===== src/rtl/btb_pkg.sv =====
package btb_pkg;

  localparam int unsigned BTB_ADDR_W_DEF = 32;
  localparam int unsigned BTB_IDX_W_DEF  = 4;
  localparam int unsigned BTB_OFS_W_DEF  = 2;

  // Action the update controller asks the storage to apply to one entry.
  typedef enum logic [1:0] {
    ACT_NONE  = 2'd0,
    ACT_WRITE = 2'd1,
    ACT_KILL  = 2'd2
  } upd_act_e;

endpackage


===== src/rtl/btb_pc_split.sv =====
module btb_pc_split #(
  parameter int unsigned ADDR_W = 32,
  parameter int unsigned IDX_W  = 4,
  parameter int unsigned OFS_W  = 2,
  localparam int unsigned TAG_W = ADDR_W - IDX_W - OFS_W
) (
  input  logic [ADDR_W-1:0] pc,
  output logic [IDX_W-1:0]  idx,
  output logic [TAG_W-1:0]  tag
);

  // Byte-offset bits take no part in indexing or tagging.
  logic unused_ofs;
  assign unused_ofs = ^pc[OFS_W-1:0];

  assign idx = pc[OFS_W +: IDX_W];
  assign tag = pc[ADDR_W-1 -: TAG_W];

endmodule


===== src/rtl/btb_upd_ctrl.sv =====
module btb_upd_ctrl
  import btb_pkg::*;
#(
  parameter int unsigned TAG_W = 26
) (
  input  logic             upd_valid,
  input  logic             upd_taken,
  input  logic [TAG_W-1:0] upd_tag,
  input  logic             cur_valid,
  input  logic [TAG_W-1:0] cur_tag,
  output upd_act_e         act
);

  logic same_branch;
  assign same_branch = cur_valid && (cur_tag == upd_tag);

  always_comb begin
    act = ACT_NONE;
    if (upd_valid) begin
      if (upd_taken) begin
        act = ACT_WRITE;
      end else if (same_branch) begin
        act = ACT_KILL;
      end
    end
  end

endmodule


===== src/rtl/btb_store.sv =====
module btb_store
  import btb_pkg::*;
#(
  parameter int unsigned IDX_W  = 4,
  parameter int unsigned TAG_W  = 26,
  parameter int unsigned ADDR_W = 32,
  localparam int unsigned ENTRIES = 1 << IDX_W
) (
  input  logic              clk,
  input  logic              rst,
  input  logic [IDX_W-1:0]  wr_idx,
  input  upd_act_e          wr_act,
  input  logic [TAG_W-1:0]  wr_tag,
  input  logic [ADDR_W-1:0] wr_tgt,
  input  logic [IDX_W-1:0]  ra_idx,
  output logic              ra_valid,
  output logic [TAG_W-1:0]  ra_tag,
  output logic [ADDR_W-1:0] ra_tgt,
  input  logic [IDX_W-1:0]  rb_idx,
  output logic              rb_valid,
  output logic [TAG_W-1:0]  rb_tag
);

  logic [ENTRIES-1:0] vld_all;
  logic [TAG_W-1:0]   tag_all [ENTRIES];
  logic [ADDR_W-1:0]  tgt_all [ENTRIES];

  for (genvar e = 0; e < ENTRIES; e++) begin : g_ent
    logic              sel;
    logic              vld_q;
    logic [TAG_W-1:0]  tag_q;
    logic [ADDR_W-1:0] tgt_q;

    assign sel = (wr_idx == IDX_W'(e));

    always_ff @(posedge clk) begin
      if (rst) begin
        vld_q <= 1'b0;
        tag_q <= '0;
        tgt_q <= '0;
      end else if (sel) begin
        case (wr_act)
          ACT_WRITE: begin
            vld_q <= 1'b1;
            tag_q <= wr_tag;
            tgt_q <= wr_tgt;
          end
          ACT_KILL: vld_q <= 1'b0;
          default: ;
        endcase
      end
    end

    assign vld_all[e] = vld_q;
    assign tag_all[e] = tag_q;
    assign tgt_all[e] = tgt_q;
  end

  // Read ports see register outputs, so a same-cycle write is not visible.
  assign ra_valid = vld_all[ra_idx];
  assign ra_tag   = tag_all[ra_idx];
  assign ra_tgt   = tgt_all[ra_idx];
  assign rb_valid = vld_all[rb_idx];
  assign rb_tag   = tag_all[rb_idx];

endmodule


===== src/rtl/btb_direct.sv =====
module btb_direct
  import btb_pkg::*;
#(
  parameter int unsigned ADDR_W = BTB_ADDR_W_DEF,
  parameter int unsigned IDX_W  = BTB_IDX_W_DEF,
  parameter int unsigned OFS_W  = BTB_OFS_W_DEF
) (
  input  logic              clk,
  input  logic              rst,
  input  logic              lk_valid,
  input  logic [ADDR_W-1:0] lk_pc,
  output logic              lk_hit,
  output logic [ADDR_W-1:0] lk_target,
  input  logic              upd_valid,
  input  logic [ADDR_W-1:0] upd_pc,
  input  logic              upd_taken,
  input  logic [ADDR_W-1:0] upd_target
);

  localparam int unsigned TAG_W = ADDR_W - IDX_W - OFS_W;

  logic [IDX_W-1:0]  lk_idx;
  logic [TAG_W-1:0]  lk_tag;
  logic [IDX_W-1:0]  up_idx;
  logic [TAG_W-1:0]  up_tag;
  logic              ent_v_lk;
  logic [TAG_W-1:0]  ent_tag_lk;
  logic [ADDR_W-1:0] ent_tgt_lk;
  logic              ent_v_up;
  logic [TAG_W-1:0]  ent_tag_up;
  upd_act_e          act;

  btb_pc_split #(.ADDR_W(ADDR_W), .IDX_W(IDX_W), .OFS_W(OFS_W)) lk_split_i (
    .pc (lk_pc),
    .idx(lk_idx),
    .tag(lk_tag)
  );

  btb_pc_split #(.ADDR_W(ADDR_W), .IDX_W(IDX_W), .OFS_W(OFS_W)) up_split_i (
    .pc (upd_pc),
    .idx(up_idx),
    .tag(up_tag)
  );

  btb_upd_ctrl #(.TAG_W(TAG_W)) ctrl_i (
    .upd_valid(upd_valid),
    .upd_taken(upd_taken),
    .upd_tag  (up_tag),
    .cur_valid(ent_v_up),
    .cur_tag  (ent_tag_up),
    .act      (act)
  );

  btb_store #(.IDX_W(IDX_W), .TAG_W(TAG_W), .ADDR_W(ADDR_W)) store_i (
    .clk     (clk),
    .rst     (rst),
    .wr_idx  (up_idx),
    .wr_act  (act),
    .wr_tag  (up_tag),
    .wr_tgt  (upd_target),
    .ra_idx  (lk_idx),
    .ra_valid(ent_v_lk),
    .ra_tag  (ent_tag_lk),
    .ra_tgt  (ent_tgt_lk),
    .rb_idx  (up_idx),
    .rb_valid(ent_v_up),
    .rb_tag  (ent_tag_up)
  );

  assign lk_hit    = lk_valid && ent_v_lk && (ent_tag_lk == lk_tag);
  assign lk_target = ent_tgt_lk;

endmodule


===== config.mk =====
export PLATFORM = sky130hd
export DESIGN_NAME = btb_direct
export DESIGN_NICKNAME = d
export VERILOG_FILES = /design/src/rtl/btb_pkg.sv /design/src/rtl/btb_pc_split.sv /design/src/rtl/btb_upd_ctrl.sv /design/src/rtl/btb_store.sv /design/src/rtl/btb_direct.sv
export SDC_FILE = /design/constraint.sdc
export NUM_CORES = 2
export LEC_CHECK = 0
export BUFFER_PORTS_ARGS = -buffer_cell sky130_fd_sc_hd__buf_2
export CAP_MARGIN = 20
export CORE_UTILIZATION = 40
export DETAILED_ROUTE_END_ITERATION = 16
export SYNTH_ARGS = -nofsm -noshare
export SYNTH_HDL_FRONTEND = slang
export SYNTH_SLANG_ARGS = --single-unit
export TNS_END_PERCENT = 50

===== constraint.sdc =====
create_clock -name clk -period 13.05 [get_ports clk]
set_input_delay 2.61 -clock clk [delete_from_list [all_inputs] [get_ports clk]]
set_output_delay 2.61 -clock clk [all_outputs]
set_load 0.1 [all_outputs]

* Word-level counts from Yosys, hierarchy flattened
Cells that the tools add are included.
** Word-level totals
- Register bits :: 944
- Input bits :: 101
- Word-level logic and storage cells :: 127
** Cells by class
- Magnitude comparators :: 4
- Equality and inequality tests :: 19
- Muxes and demuxes :: 17
- Bitwise operators :: 2
- Reduce and logical (&&, ||, !) cells :: 37
** Operators by type and width (count)
- 26-bit binary-select mux with 4-bit select :: 2
- 32-bit binary-select mux with 4-bit select :: 1
- 26-bit 2-to-1 mux :: 4
- 32-bit 2-to-1 mux :: 2
- 2-bit AND reduction :: 32
- 26-bit equality test :: 2
- 4-bit equality test (second input constant) :: 8
- 4-bit by 3-bit equality test with 1-bit output (second input constant) :: 4
- 5-bit greater-or-equal comparator (second input constant) :: 2
- 4-bit by 5-bit < comparator with 1-bit output (second input constant) :: 2
- 4-bit NOT with 5-bit output :: 2
- 1-bit binary-select mux with 4-bit select :: 2
- 4-bit by 2-bit equality test with 1-bit output (second input constant) :: 2
- 2-bit 2-to-1 mux :: 3
- 4-bit by 1-bit equality test with 1-bit output (second input constant) :: 1
- 4-bit zero test :: 1
- 1-bit logical AND :: 3
- 2-bit by 1-bit equality test with 1-bit output (second input constant) :: 1
- 2-bit equality test (second input constant) :: 1
- 1-bit 2-to-1 mux :: 2
- 1-bit case mux with 2 select lines :: 1
- 2-bit nonzero test :: 1

* Logic depth before layout (Yosys ltp)
- Word-level depth :: 12
- Depth in mapped cells :: 20
- Mapped depth without buffers :: 12

* Hierarchy
From an unflattened synthesis, not the netlist that was laid out.
** Unflattened totals
- Cell total of the unflattened synthesis :: 5283
- Area total of the unflattened synthesis :: 46848.7 µm²
** Modules (own cells, without submodules)
- btb_store :: times used 1, cells an instance 5149, area each 45803.9 µm², sequential area each 18898.1 µm²
- btb_pc_split :: times used 2, cells an instance 30, area each 225.2 µm², sequential area each 0.0 µm²
- btb_upd_ctrl :: times used 1, cells an instance 38, area each 301.5 µm², sequential area each 0.0 µm²
- btb_direct :: times used 1, cells an instance 36, area each 292.8 µm², sequential area each 0.0 µm²

* Worst setup path before layout
Ideal clock, no wire load.
- Kind :: input to output
- Start :: input port lk_pc[2]
- End :: output port lk_hit
- Arrival time :: 6.264 ns
- Data required time :: 10.440 ns
- Path slack :: 4.176 ns
- Stages :: 9
- Buffers on the path :: 2
- Cell sequence :: buf_4 -> buf_2 -> mux4_2 -> mux2i_1 -> o32ai_1 -> a2111oi_1 -> a32oi_1 -> or4_1 -> nor4_2
** Between the ends
- Cells in the longest elaborated chain, start to end :: 6
- Elaborated cells on any way between the ends :: 9
** RTL lines
- from (decl) :: line btb_direct.sv:11 : input logic [ADDR_W-1:0] lk_pc,
- 4-bit NOT with 5-bit output (implied by the code) :: line btb_store.sv:61 : assign ra_tag = tag_all[ra_idx];
- 26-bit binary-select mux with 4-bit select :: line btb_store.sv:61
- 26-bit 2-to-1 mux (implied by the code) (2 in series) :: line btb_store.sv:61
- 26-bit equality test :: line btb_direct.sv:70 : assign lk_hit = lk_valid && ent_v_lk && (ent_tag_lk == lk_tag);
- 1-bit logical AND (*) :: line btb_direct.sv:70
- to (decl) :: line btb_direct.sv:12 : output logic lk_hit,
Mark *: on every way between the ends. The rest lies on a longest branch, timed or not. The select of a mux whose other input is x is not followed.

* Worst setup path in the final report
Same ends and word-level chain as after synthesis.

==> results.yml <==
clock_tree:
  cts_sinks: 944
  post_cts_resize_count: 0
  clk_latency_ns: 0.72
  tritoncts: "yes"
  cts_made_buffers: 102
  holdBufCountCts: 0
  h-tree-depth: 3
  clockBufferDepth: 3
  post_cts_buffers: 0
  clk_pin_slew_ns: 0.06
  root_buffer: "clkbuf_16"
worst_setup_path:
  cp.required_ns: 10.44
  worstPathArrival_ns: 7.00
  worstRegToRegCells: 12
  reg2reg_to: "store_i.g_ent[0].tag_q[25]"
  critPathKind: "in2out"
  crit_fanout: 56
  reg2reg_from: "store_i.g_ent[7].tag_q[21]"
  worstSetupStartpoint: "lk_pc[2]"
  crit_end: "lk_hit"
  r2r_slack_ns: 7.18
  worstSetupEndpointType: "output pin"
  start_kind: "input port"
synthesis:
  avgSynthCellArea_um2: 8.543
  yosysUniqueCellTypes: 69
  synth-compound-area-share: 0.1364
  syn_nets: 5346
  async_flop_share: 0
  ys_seq_area_frac: 0.4219
  ys_warn_count: 0
  synth_fa_ha_area_frac: 0.0005587
  synth_top_family_by_area: "multiplexers"
  synth.area.mux_share: 0.1987
  synth_simple_gate_area_frac: 0.1792
  synth_cells: 5243
  syn-cell-area_um2: 44790
  ys.flop_type: "dfxtp_1"
  synth_edf_count: 0
  synth_seq_cells: 944
  synthXorXnorAreaFrac: 0.008604
drt:
  dr_total_vias: 39146
  ant_nets: 0
  dr.pass1.iters: 6
  drc: 0
  routed_wl_um: 166800
  viasPerCell: 5.940
  drtIter0Drc: 5357
  wl_per_cell_um: 25.32
placement:
  place_hpwl_um: 93930
  globalplace.congestion: 0.9813
  place_ws_ns: 3.398
  port_buffers: 129
  place_area_um2: 45900
sta:
  worst_pin_slew_ns: 1.181
  fin_crit_sh: 0.7360
  fin_ws_ns: 3.445
  setup_viol: 0
  relSlewSlack: 0.2129
  timing.final.crit_period_ns: 9.605
  rsz0062_at_grt: "no"
  hold_viol_final: 0
  setup-tns-final_ns: 0
  maxSlewViolCount: 0
  fin_skew_ns: 0.03284
  fmax_mhz: 104.1
cells_and_area:
  nets: 5116
  final_area_um2: 49530
  area.growth.synth_to_final_pct: 10.58
  drive_above_1_share: 0.1505
  final_common_cell: "nand2_1"
  layout_common_cells: "nand2_1 (1,904), a21oi_1 (955), dfxtp_1 (944)"
job:
  cap_violations: 0
global_route:
  grt_overflow: 0
  antenna_found_initial: 15
  grt_max_degree: 190
  grt.total_usage: 0.2898
  grt_pass1_wl_um: 245300
  grt_pass1_vias: 36328
die:
  chipWidth_um: 336.6
  coreArea_um2: 110800
  initial_core_util: 0.4042
  die_area_um2: 113300
  die-height_um: 336.6
  rows: 122
  ios: 134
min_path:
  hold_start: "store_i.g_ent[12].tgt_q[27]"
  worstHoldPathType: "reg2reg"
pwr:
  p_per_area_nw_per_um2: 130.7
  p_leak_uw: 0.01620
  ir_worst_vdd_v: 0.0001035
run_status:
  status: "finished, final reports clean"
==> critical path: stages <==
cell	delay, ns
buf_8	0.38
buf_4	0.78
mux4_2	0.60
nor2b_1	0.26
nor3_1	0.12
a2111oi_0	0.47
a32oi_1	0.17
or4_1	0.57
nor4_2	0.34
buf_2	0.51
==> kinds of logic after synthesis <==
group | Yosys count
simple gates | 2077
mux | 473
buf+inv | 573
compound gates | 1130
xor+xnor | 44
fa+ha+maj | 2
flops | 944
==> how the worst min path moves through the flow <==
stage	to	slack [ns]	depth (start not counted)
after floorplan	store_i.g_ent[10].tgt_q[0]	0.43	2
after global placement	store_i.g_ent[3].tgt_q[8]	0.44	2
after detailed placement	store_i.g_ent[14].tgt_q[24]	0.44	2
after CTS	store_i.g_ent[5].tgt_q[11]	0.45	2
after global routing	store_i.g_ent[5].tgt_q[4]	0.46	2
final	store_i.g_ent[12].tgt_q[27]	0.45	2
==> flip-flops by register name, indices dropped and copies added, names as in the netlist <==
name                 flops
store_i.g_ent.tgt_q    512
store_i.g_ent.vld_q     16
store_i.g_ent.tag_q    416
==> Yosys cell counts (7+ instances only) <==
master	instances	area share
xnor2_1	31	0.0061
nand2_1	1916	0.16
o211ai_1	8	0.0013
a22o_1	7	0.0014
a221oi_1	8	0.0016
a31oi_1	9	0.0013
mux2i_1	112	0.025
buf_2	67	0.0075
a22oi_1	20	0.0034
mux2_2	32	0.0080
dfxtp_1	944	0.42
a211oi_1	22	0.0037
buf_1	38	0.0032
mux4_2	327	0.16
xor2_1	13	0.0025
nor3_1	15	0.0017
o21ai_0	18	0.0020
a21oi_1	955	0.11
nand3_1	18	0.0020
inv_1	37	0.0031
nor2b_1	17	0.0024
o22ai_1	26	0.0036
clkbuf_1	393	0.033
nand2b_1	11	0.0015
buf_6	19	0.0048
nor2_1	65	0.0054
buf_4	18	0.0030
==> routing by layer <==
layer	part of all wire	vias to the layer above	global-route usage	routed length, um
li1	-	17470	-	-
met1	0.40	19131	0.3970	67080
met2	0.45	2073	0.4416	74360
met3	0.10	458	0.05694	17450
met4	0.047	14	0.1302	7860
met5	0.00050	-	0	84
==> layout make-up <==
cell class / instances / area (um2)
Clock buffer: 155 / 3103
Multi-Input combinational cell: 3726 / 23710
Antenna cell: 7 / 17.52
Inverter: 38 / 145.1
Timing Repair Buffer: 201 / 1286
Clock inverter: 31 / 511.7
Tap cell: 1488 / 1862
Fill cell: 10774 / 61290
Sequential cell: 944 / 18900
==> per-stage QoR <==
stage	hold WS (ns)	total power, uW	std cells	util
floorplan	0.4331	3279	5243	-
global placement	0.4385	3418	6396	0.4140
detailed placement	0.4435	3421	6397	0.4142
CTS	0.4515	6484	6583	0.4468
global route	0.4616	6648	6585	0.4468
finish	0.4510	6472	6590	0.4469
==> where the power goes <==
group          internal [uW]  leakage [uW]  total, uW  switching, uW
clock network           1840       0.00177       3110           1270
logic                    128       0.00682        450            323
registers               2900       0.00761       2920           13.0
Note: power is estimated with default switching activity, not from simulation.
